===== src/rtl/pirq_pkg.sv =====
package pirq_pkg;

    typedef enum logic [0:0] {
        ST_OFF = 1'b0,
        ST_RUN = 1'b1
    } pirq_state_e;

    localparam int RATE_W = 3;

    // codes 1..6 select a rate; 0 and 7 mean off
    function automatic logic rate_valid(input logic [RATE_W-1:0] code);
        return (code != '0) && (code != '1);
    endfunction

endpackage


===== src/rtl/pirq_rate_decode.sv =====
module pirq_rate_decode #(
    parameter int DIV_W = 8
) (
    input  logic [pirq_pkg::RATE_W-1:0] code_i,
    output logic [DIV_W-1:0]            lim_o,
    output logic                        valid_o
);
    localparam int FW = DIV_W + 1;

    logic [3:0]    shift;
    logic [FW-1:0] span;

    always_comb begin
        valid_o = 1'b1;
        unique case (code_i)
            3'd1:    shift = 4'd0;
            3'd2:    shift = 4'd2;
            3'd3:    shift = 4'd4;
            3'd4:    shift = 4'd6;
            3'd5:    shift = 4'd7;
            3'd6:    shift = 4'd8;
            default: begin
                shift   = 4'd0;
                valid_o = 1'b0;
            end
        endcase
        span  = FW'(1) << shift;
        lim_o = DIV_W'(span - FW'(1));
    end
endmodule


===== src/rtl/pirq_divider.sv =====
module pirq_divider #(
    parameter int DIV_W = 8
) (
    input  logic             clk,
    input  logic             rst_n,
    input  logic             run_i,
    input  logic             restart_i,
    input  logic             tick_i,
    input  logic [DIV_W-1:0] lim_i,
    output logic             hit_o
);
    logic [DIV_W-1:0] cnt_q;

    assign hit_o = run_i && tick_i && !restart_i && (cnt_q == lim_i);

    always_ff @(posedge clk or negedge rst_n) begin
        if (!rst_n) begin
            cnt_q <= '0;
        end else if (restart_i || !run_i) begin
            cnt_q <= '0;
        end else if (tick_i) begin
            cnt_q <= hit_o ? '0 : cnt_q + 1'b1;
        end
    end


    cnt_in_range_chk: assert property (@(posedge clk) disable iff (!rst_n)
        run_i |-> cnt_q <= lim_i);


    restart_clears_chk: assert property (@(posedge clk) disable iff (!rst_n)
        restart_i |=> cnt_q == '0);
endmodule


===== src/rtl/pirq_fsm.sv =====
module pirq_fsm (
    input  logic clk,
    input  logic rst_n,
    input  logic wr_i,
    input  logic new_valid_i,
    output logic run_o
);
    import pirq_pkg::*;

    pirq_state_e state_q, state_d;

    always_comb begin
        state_d = state_q;
        unique case (state_q)
            ST_OFF: if (wr_i && new_valid_i)  state_d = ST_RUN;
            ST_RUN: if (wr_i && !new_valid_i) state_d = ST_OFF;
            default: state_d = ST_OFF;
        endcase
    end

    always_ff @(posedge clk or negedge rst_n) begin
        if (!rst_n) state_q <= ST_OFF;
        else        state_q <= state_d;
    end

    always_comb begin
        run_o = (state_q == ST_RUN);
    end
endmodule


===== src/rtl/pirq_rate_gen.sv =====
module pirq_rate_gen #(
    parameter int DATA_W = 8,
    parameter int DIV_W  = 8
) (
    input  logic              clk,
    input  logic              rst_n,
    input  logic              tick_i,
    input  logic              wr_en_i,
    input  logic [DATA_W-1:0] wr_data_i,
    output logic [DATA_W-1:0] rd_data_o,
    output logic              irq_o
);
    import pirq_pkg::*;

    localparam int FLAG_BIT = DATA_W - 1;
    localparam int RATE_LO  = FLAG_BIT - RATE_W;
    localparam int LOW_W    = RATE_LO;

    logic              flag_q;
    logic [RATE_W-1:0] rate_q;
    logic [LOW_W-1:0]  low_q;

    logic [RATE_W-1:0] wr_rate;
    logic              restart;
    logic              run;
    logic              hit;
    logic              rate_ok;
    logic [DIV_W-1:0]  lim;

    assign wr_rate = wr_data_i[FLAG_BIT-1:RATE_LO];
    assign restart = wr_en_i && (wr_rate != rate_q);

    pirq_rate_decode #(.DIV_W(DIV_W)) u_decode (
        .code_i  (rate_q),
        .lim_o   (lim),
        .valid_o (rate_ok)
    );

    pirq_fsm u_fsm (
        .clk         (clk),
        .rst_n       (rst_n),
        .wr_i        (wr_en_i),
        .new_valid_i (rate_valid(wr_rate)),
        .run_o       (run)
    );

    pirq_divider #(.DIV_W(DIV_W)) u_div (
        .clk       (clk),
        .rst_n     (rst_n),
        .run_i     (run && rate_ok),
        .restart_i (restart),
        .tick_i    (tick_i),
        .lim_i     (lim),
        .hit_o     (hit)
    );

    always_ff @(posedge clk or negedge rst_n) begin
        if (!rst_n) begin
            flag_q <= 1'b0;
            rate_q <= '0;
            low_q  <= '0;
        end else begin
            if (hit)                                flag_q <= 1'b1;
            else if (wr_en_i && !wr_data_i[FLAG_BIT]) flag_q <= 1'b0;
            if (wr_en_i) begin
                rate_q <= wr_rate;
                low_q  <= wr_data_i[LOW_W-1:0];
            end
        end
    end

    assign rd_data_o = {flag_q, rate_q, low_q};
    assign irq_o     = flag_q && run;


    off_no_irq_chk: assert property (@(posedge clk) disable iff (!rst_n)
        !rate_valid(rate_q) |-> !irq_o);


    flag_sticky_chk: assert property (@(posedge clk) disable iff (!rst_n)
        (flag_q && !(wr_en_i && !wr_data_i[FLAG_BIT])) |=> flag_q);


    hit_sets_flag_chk: assert property (@(posedge clk) disable iff (!rst_n)
        hit |=> flag_q);


    low_bits_hold_chk: assert property (@(posedge clk) disable iff (!rst_n)
        !wr_en_i |=> $stable(rd_data_o[LOW_W-1:0]));
endmodule


===== config.mk =====
export PLATFORM = sky130hd
export DESIGN_NAME = pirq_rate_gen
export DESIGN_NICKNAME = d
export VERILOG_FILES = /design/src/rtl/pirq_pkg.sv /design/src/rtl/pirq_rate_decode.sv /design/src/rtl/pirq_divider.sv /design/src/rtl/pirq_fsm.sv /design/src/rtl/pirq_rate_gen.sv
export SDC_FILE = /design/constraint.sdc
export NUM_CORES = 1
export LEC_CHECK = 0
export BUFFER_PORTS_ARGS = -buffer_cell sky130_fd_sc_hd__buf_4
export CAP_MARGIN = 10
export CORE_UTILIZATION = 54
export DETAILED_ROUTE_END_ITERATION = 8
export PLACE_DENSITY_LB_ADDON = 0.08
export SYNTH_ARGS = -nofsm -noshare
export SYNTH_HDL_FRONTEND = slang
export SYNTH_SLANG_ARGS = --single-unit

===== constraint.sdc =====
create_clock -name clk -period 2.8 [get_ports clk]
set_input_delay 0.42 -clock clk [delete_from_list [all_inputs] [get_ports clk]]
set_output_delay 0.42 -clock clk [all_outputs]
set_load 0.005 [all_outputs]

# After elaboration in Yosys (flattened, before gate mapping)

Cells that the tools add are included.

$lt $le $gt $ge: 0
Multiply operators: 0
Add/subtract/negate cells: 2
Shift-type cells: 1
Mux-type cells: 10
Eq/ne operators: 9
Divide/modulo/power cells: 0
Reductions and logical operators: 19
Bitwise gates (word level): 1

Operators by type and width:

| kind                | count |
|---|---|
| $mux 8              | 3 |
| $pmux 4 s5          | 1 |
| $logic_and 1x1->1   | 10 |
| $eq 3x3->1 const B  | 3 |
| $add 8x1->8 const B | 1 |
| $eq 8x8->1          | 1 |
| $shl 1x4->8 const A | 1 |
| $sub 8x1->8 const B | 1 |
| $eq 3x2->1 const B  | 2 |
| $reduce_or 6->1     | 1 |
| $mux 1              | 5 |
| $logic_not 1->1     | 4 |
| $reduce_bool 2->1   | 2 |
| $eq 3x1->1 const B  | 1 |
| $ne 3x3->1          | 1 |
| $ne 3x3->1 const B  | 1 |
| $reduce_bool 3->1   | 1 |
| $pmux 1 s2          | 1 |
| $logic_or 1x1->1    | 1 |
| $not 1->1           | 1 |

RAM bits: 0
Bits in read-only memories: 0
Flip-flop bits (word level): 17
Bits in latches: 0
Word-level logic and storage cells: 47
Output and inout bits: 9
Memories kept: 0

# Logic depth before layout (Yosys ltp)

Word-level depth: 10
Mapped depth: 12
Gate-level depth less buffers: 9

# Modules after synthesis

A second synthesis with hierarchy kept.

Cells, all modules: 106
Area, all modules: 1071.0 um^2

By module, submodules not included:

| module           | area an instance (um^2) | cells each | seq. area each (um^2) | instances |
|---|---|---|---|---|
| pirq_divider     | 518.0                   | 56         | 200.2                 | 1 |
| pirq_rate_gen    | 375.4                   | 28         | 200.2                 | 1 |
| pirq_rate_decode | 137.6                   | 20         | 0.0                   | 1 |
| pirq_fsm         | 40.0                    | 2          | 25.0                  | 1 |

# Worst setup path before layout

No wires, ideal clock.

Kind: register to register
Start point: reg rate_q[2]
End point: reg u_div.cnt_q[6]
Data required time: 2676 ps
Buffers on the path: 3
Data arrival time: 2510 ps
Slack: 166 ps
Cell stages (with the launch flop): 13
Clock period less this slack: 2634 ps
Cells stage by stage: dfrtp_1 > buf_2 > nand3_1 > o21a_1 > ha_1 > clkbuf_1 > nor4b_1 > a211oi_2 > xnor2_1 > o41ai_2 > buf_6 > nor2_2 > a211o_1

Word-level cells in the longest chain between the ends: 10
Elaborated cells on any way between the ends: 25
Those cells by class: add/sub: 1; eq/ne: 8; shift: 1; mux: 5; reduce/logical: 10

Ends and longest elaborated chain:

| what                                                 | RTL line            | RTL |
|---|---|---|
| start, declared                                      | pirq_rate_gen.sv:20 | `logic [RATE_W-1:0] rate_q;` |
| start signal, assigned                               | pirq_rate_gen.sv:66 | `rate_q <= wr_rate;` |
| branches (longest 10 deep; another with $sub 8x1->8) | -                   |  |
| end signal, assigned                                 | pirq_divider.sv:22  | `cnt_q <= hit_o ? '0 : cnt_q + 1'b1;` |
| end, declared                                        | pirq_divider.sv:12  | `logic [DIV_W-1:0] cnt_q;` |

Several ways; the timed one is not identified. The select of a mux whose other input is x is not followed.
A chain may end at the register's enable or synchronous reset.

# Worst setup path after layout

Ends and elaborated chain as after synthesis.

==> impl_results.md <==
* WS Path Type: register to register
* Clk root buf: clkbuf_4
* Warnings, synthesis at 0
* Worst rel slew slack at 0.6206
* Actual slew at the worst max-slew pin at 567.0 ps
* RSZ-0062 raised after global routing: false
* Vias in the first global route at 781
* Initial antenna violation count at 0
* Synth cell types at 42
* Critical Path AT at 2760 ps
* First-pass GRT wire length at 3298 µm
* DR WL/cell at ~13 µm
* Final setup fails at 0
* Area delta synth->final at 18.31%
* Fmax at 0.3909 GHz
* Final Hold Fails at 0
* Syn Area/Cell at 9.600 µm²
* Synth Register Bits at 17
* Largest cells by area after synthesis: dfrtp_1, mux2_2, xnor2_1
* Min cycle time layout at 2558 ps
* Total number of vias at 925
* Crit path launch type: register
* Most frequent cells in the layout: buf_4, dfrtp_1, nand2_1
* WL final at 2146 µm
* Drt drc at 0
* Clk slew on worst S/H paths at 100 ps
* Total track usage at 0.2152
* Nets at 153
* Total core area at around 1900 µm²
* DR iter-0 viols at 15
* Max_cap viols at 0
* Final period utilization at 0.9136
* Critical path's slowest cell: dfrtp_1
* Detailed-router iteration count before antenna repair at 4
* Ys flop type: dfrtp_1
* Die Width at 47.41 µm
* Routability cong. at 0.8271
* Cell Chain, Critical Path: nand3_1 > o21a_1 > ha_1 > nor4b_1 > a211oi_2 > xnor2_1 > o41ai_2 > buf_4 > nor3_1 > a211o_1
* Critical Path RT at approximately 3000 ps
* Diode count at 0
* # port buffers at 20
* Mapped Cells at ~120
* Vias per cell at between 5 and 6
* Hold Worst Slack at 349.0 ps
* P per Cell Area at ~420 nW/µm²
* CTS tree: yes
* Seq/Total Area, Yosys at 0.3820
* Largest net degree at the start of global routing at 18
* CP endpoint kind: register
* Layout cells sized above 1 at 0.2899
* Worst min path class: input pin to register
* Placement Rows at 16
* Status: completed
* FILL cells at 168
* Final WS setup at 241.9 ps
* Worst skew pair latency at 300 ps
* Peak VDD IR at 261.5 µV
* Post-synth ARST share at 1.000
* Cts repair resizes at 0
* Leading cell type in the layout, fill and taps excluded: buf_4
* DIE AREA at roughly 2200 µm²
* Synthesized area at 1114 µm²
* Final Util at 0.6785
* Slew Viols, Final at 0
* Worst Path Max Fanout at 12
* Syn_nets at 130
* HPWL Detailed at 1635 µm
* Post-synth top area cell: dfrtp_1
* Setup TNS at 0 ps
* Hold-fix buffers, CTS at 1
* Setup bufs post-CTS at 0
* Post-route ant nets at 0
* Top-area cell type share of the netlist area at 0.3820
* Setup WS pre-CTS at 253.7 ps
* Clock sinks at 17
* Initial core utilization at 0.5735
* CTS Buf Count at 3
* Clock tree buffer depth at 2
* H-tree levels at 1
* Leakage at just over 0.6 nW
* Die Span Y at 47.41 µm
* Clock Skews at 6.891 ps
* Remaining global-route overflow at 0
* Top-Level Pins at 21
* Max stage delay on crit path at 490 ps
* EDFF count, synth at 0
-- critical path: cells and delay by family, from the launching register on --
kind,cells,cell delay [ps]
flops,1,490
simple gates,3,550
compound gates,4,750
fa+ha+maj,1,280
buf+inv,1,220
xor+xnor,1,160
-- power by group --
part           internal [mW]  switching [mW]
sequential             0.259          0.0129
combinational         0.0777          0.0747
clock                 0.0533          0.0819
-- sequential cells by signal, indices dropped and copies added (netlist names), named ones only --
register / flops
flag_q: 1
low_q: 4
rate_q: 3
u_div.cnt_q: 8
-- synthesized netlist by cell type (all sizes together) (2+ instances only) --
cell and instances:
o211a 2, nor3 2, o21bai 3, a21oi 3, clkbuf 2, xnor2 5, nor2 6, inv 3
nand2 8, and3 5, dfrtp 17, buf 5, o2bb2ai 2, nand3 7, nor3b 2, mux2 7
o21ai 5, nor4 2, ha 2, or3 2, a21o 2, nand2b 3, xor2 5
-- final timing paths --
check                           depth (start not counted)                  start  slack (ps)                         end
worst min register to register                          1   low_q[3]$_DFFE_PN0P_         520        low_q[3]$_DFFE_PN0P_
max in group asynchronous                               2                  rst_n        2100  asynchronous set/reset pin
worst min-delay path                                    2           wr_data_i[0]         350        low_q[0]$_DFFE_PN0P_
worst max register to register                         10  rate_q[2]$_DFFE_PN0P_         240  u_div.cnt_q[6]$_DFFE_PN0P_
min in group asynchronous                               2                  rst_n         500  u_div.cnt_q[4]$_DFFE_PN0P_
worst max-delay path                                   10  rate_q[2]$_DFFE_PN0P_         240  u_div.cnt_q[6]$_DFFE_PN0P_
-- logic make-up (layout without fill, tap and decap cells) --
family                   after synthesis  count (layout)  synth area share
other                                  1               1          0.003368
AND/OR/NAND/NOR                       43              43            0.2112
adder cells (fa/ha/maj)                2               2           0.02247
AO/OA/AOI/OAI                         26              26            0.1787
multiplexers                           7               7           0.07079
buffers and inverters                 10              32           0.05281
flip-flops                            17              17            0.3820
XOR/XNOR                              10              10           0.07865
-- area by class of cell --
cell class / count / area, µm² / share of cell area
Timing Repair Buffer: 25 / 190.2 / 0.1443
Clock inverter: 1 / 5.005 / 0.003799
Clock buffer: 3 / 22.52 / 0.01709
Inverter: 3 / 11.26 / 0.008547
Sequential cell: 17 / 425.4 / 0.3229
Tap cell: 27 / 33.78 / 0.02564
Multi-Input combinational cell: 89 / 629.4 / 0.4777
-- through the flow --
| step | power, mW | std cells | cell area, µm² |
|---|---|---|---|
| final | 0.5596 | 165 | 1318 |
| after global placement | 0.4246 | 160 | 1280 |
| after detailed placement | 0.4293 | 160 | 1280 |
| after global routing | 0.5897 | 165 | 1318 |
| after CTS | 0.5642 | 165 | 1318 |
| after floorplan | 0.3763 | 116 | 1114 |
-- routing by layer --
| layer | wire length, µm | GRT usage |
|---|---|---|
| met3 | 58 | 0.03019 |
| met1 | 1067 | 0.2792 |
| met5 | 0 | 0 |
| met4 | 58 | 0.1429 |
| met2 | 962 | 0.3342 |
Note: power is estimated with default switching activity, not from simulation.
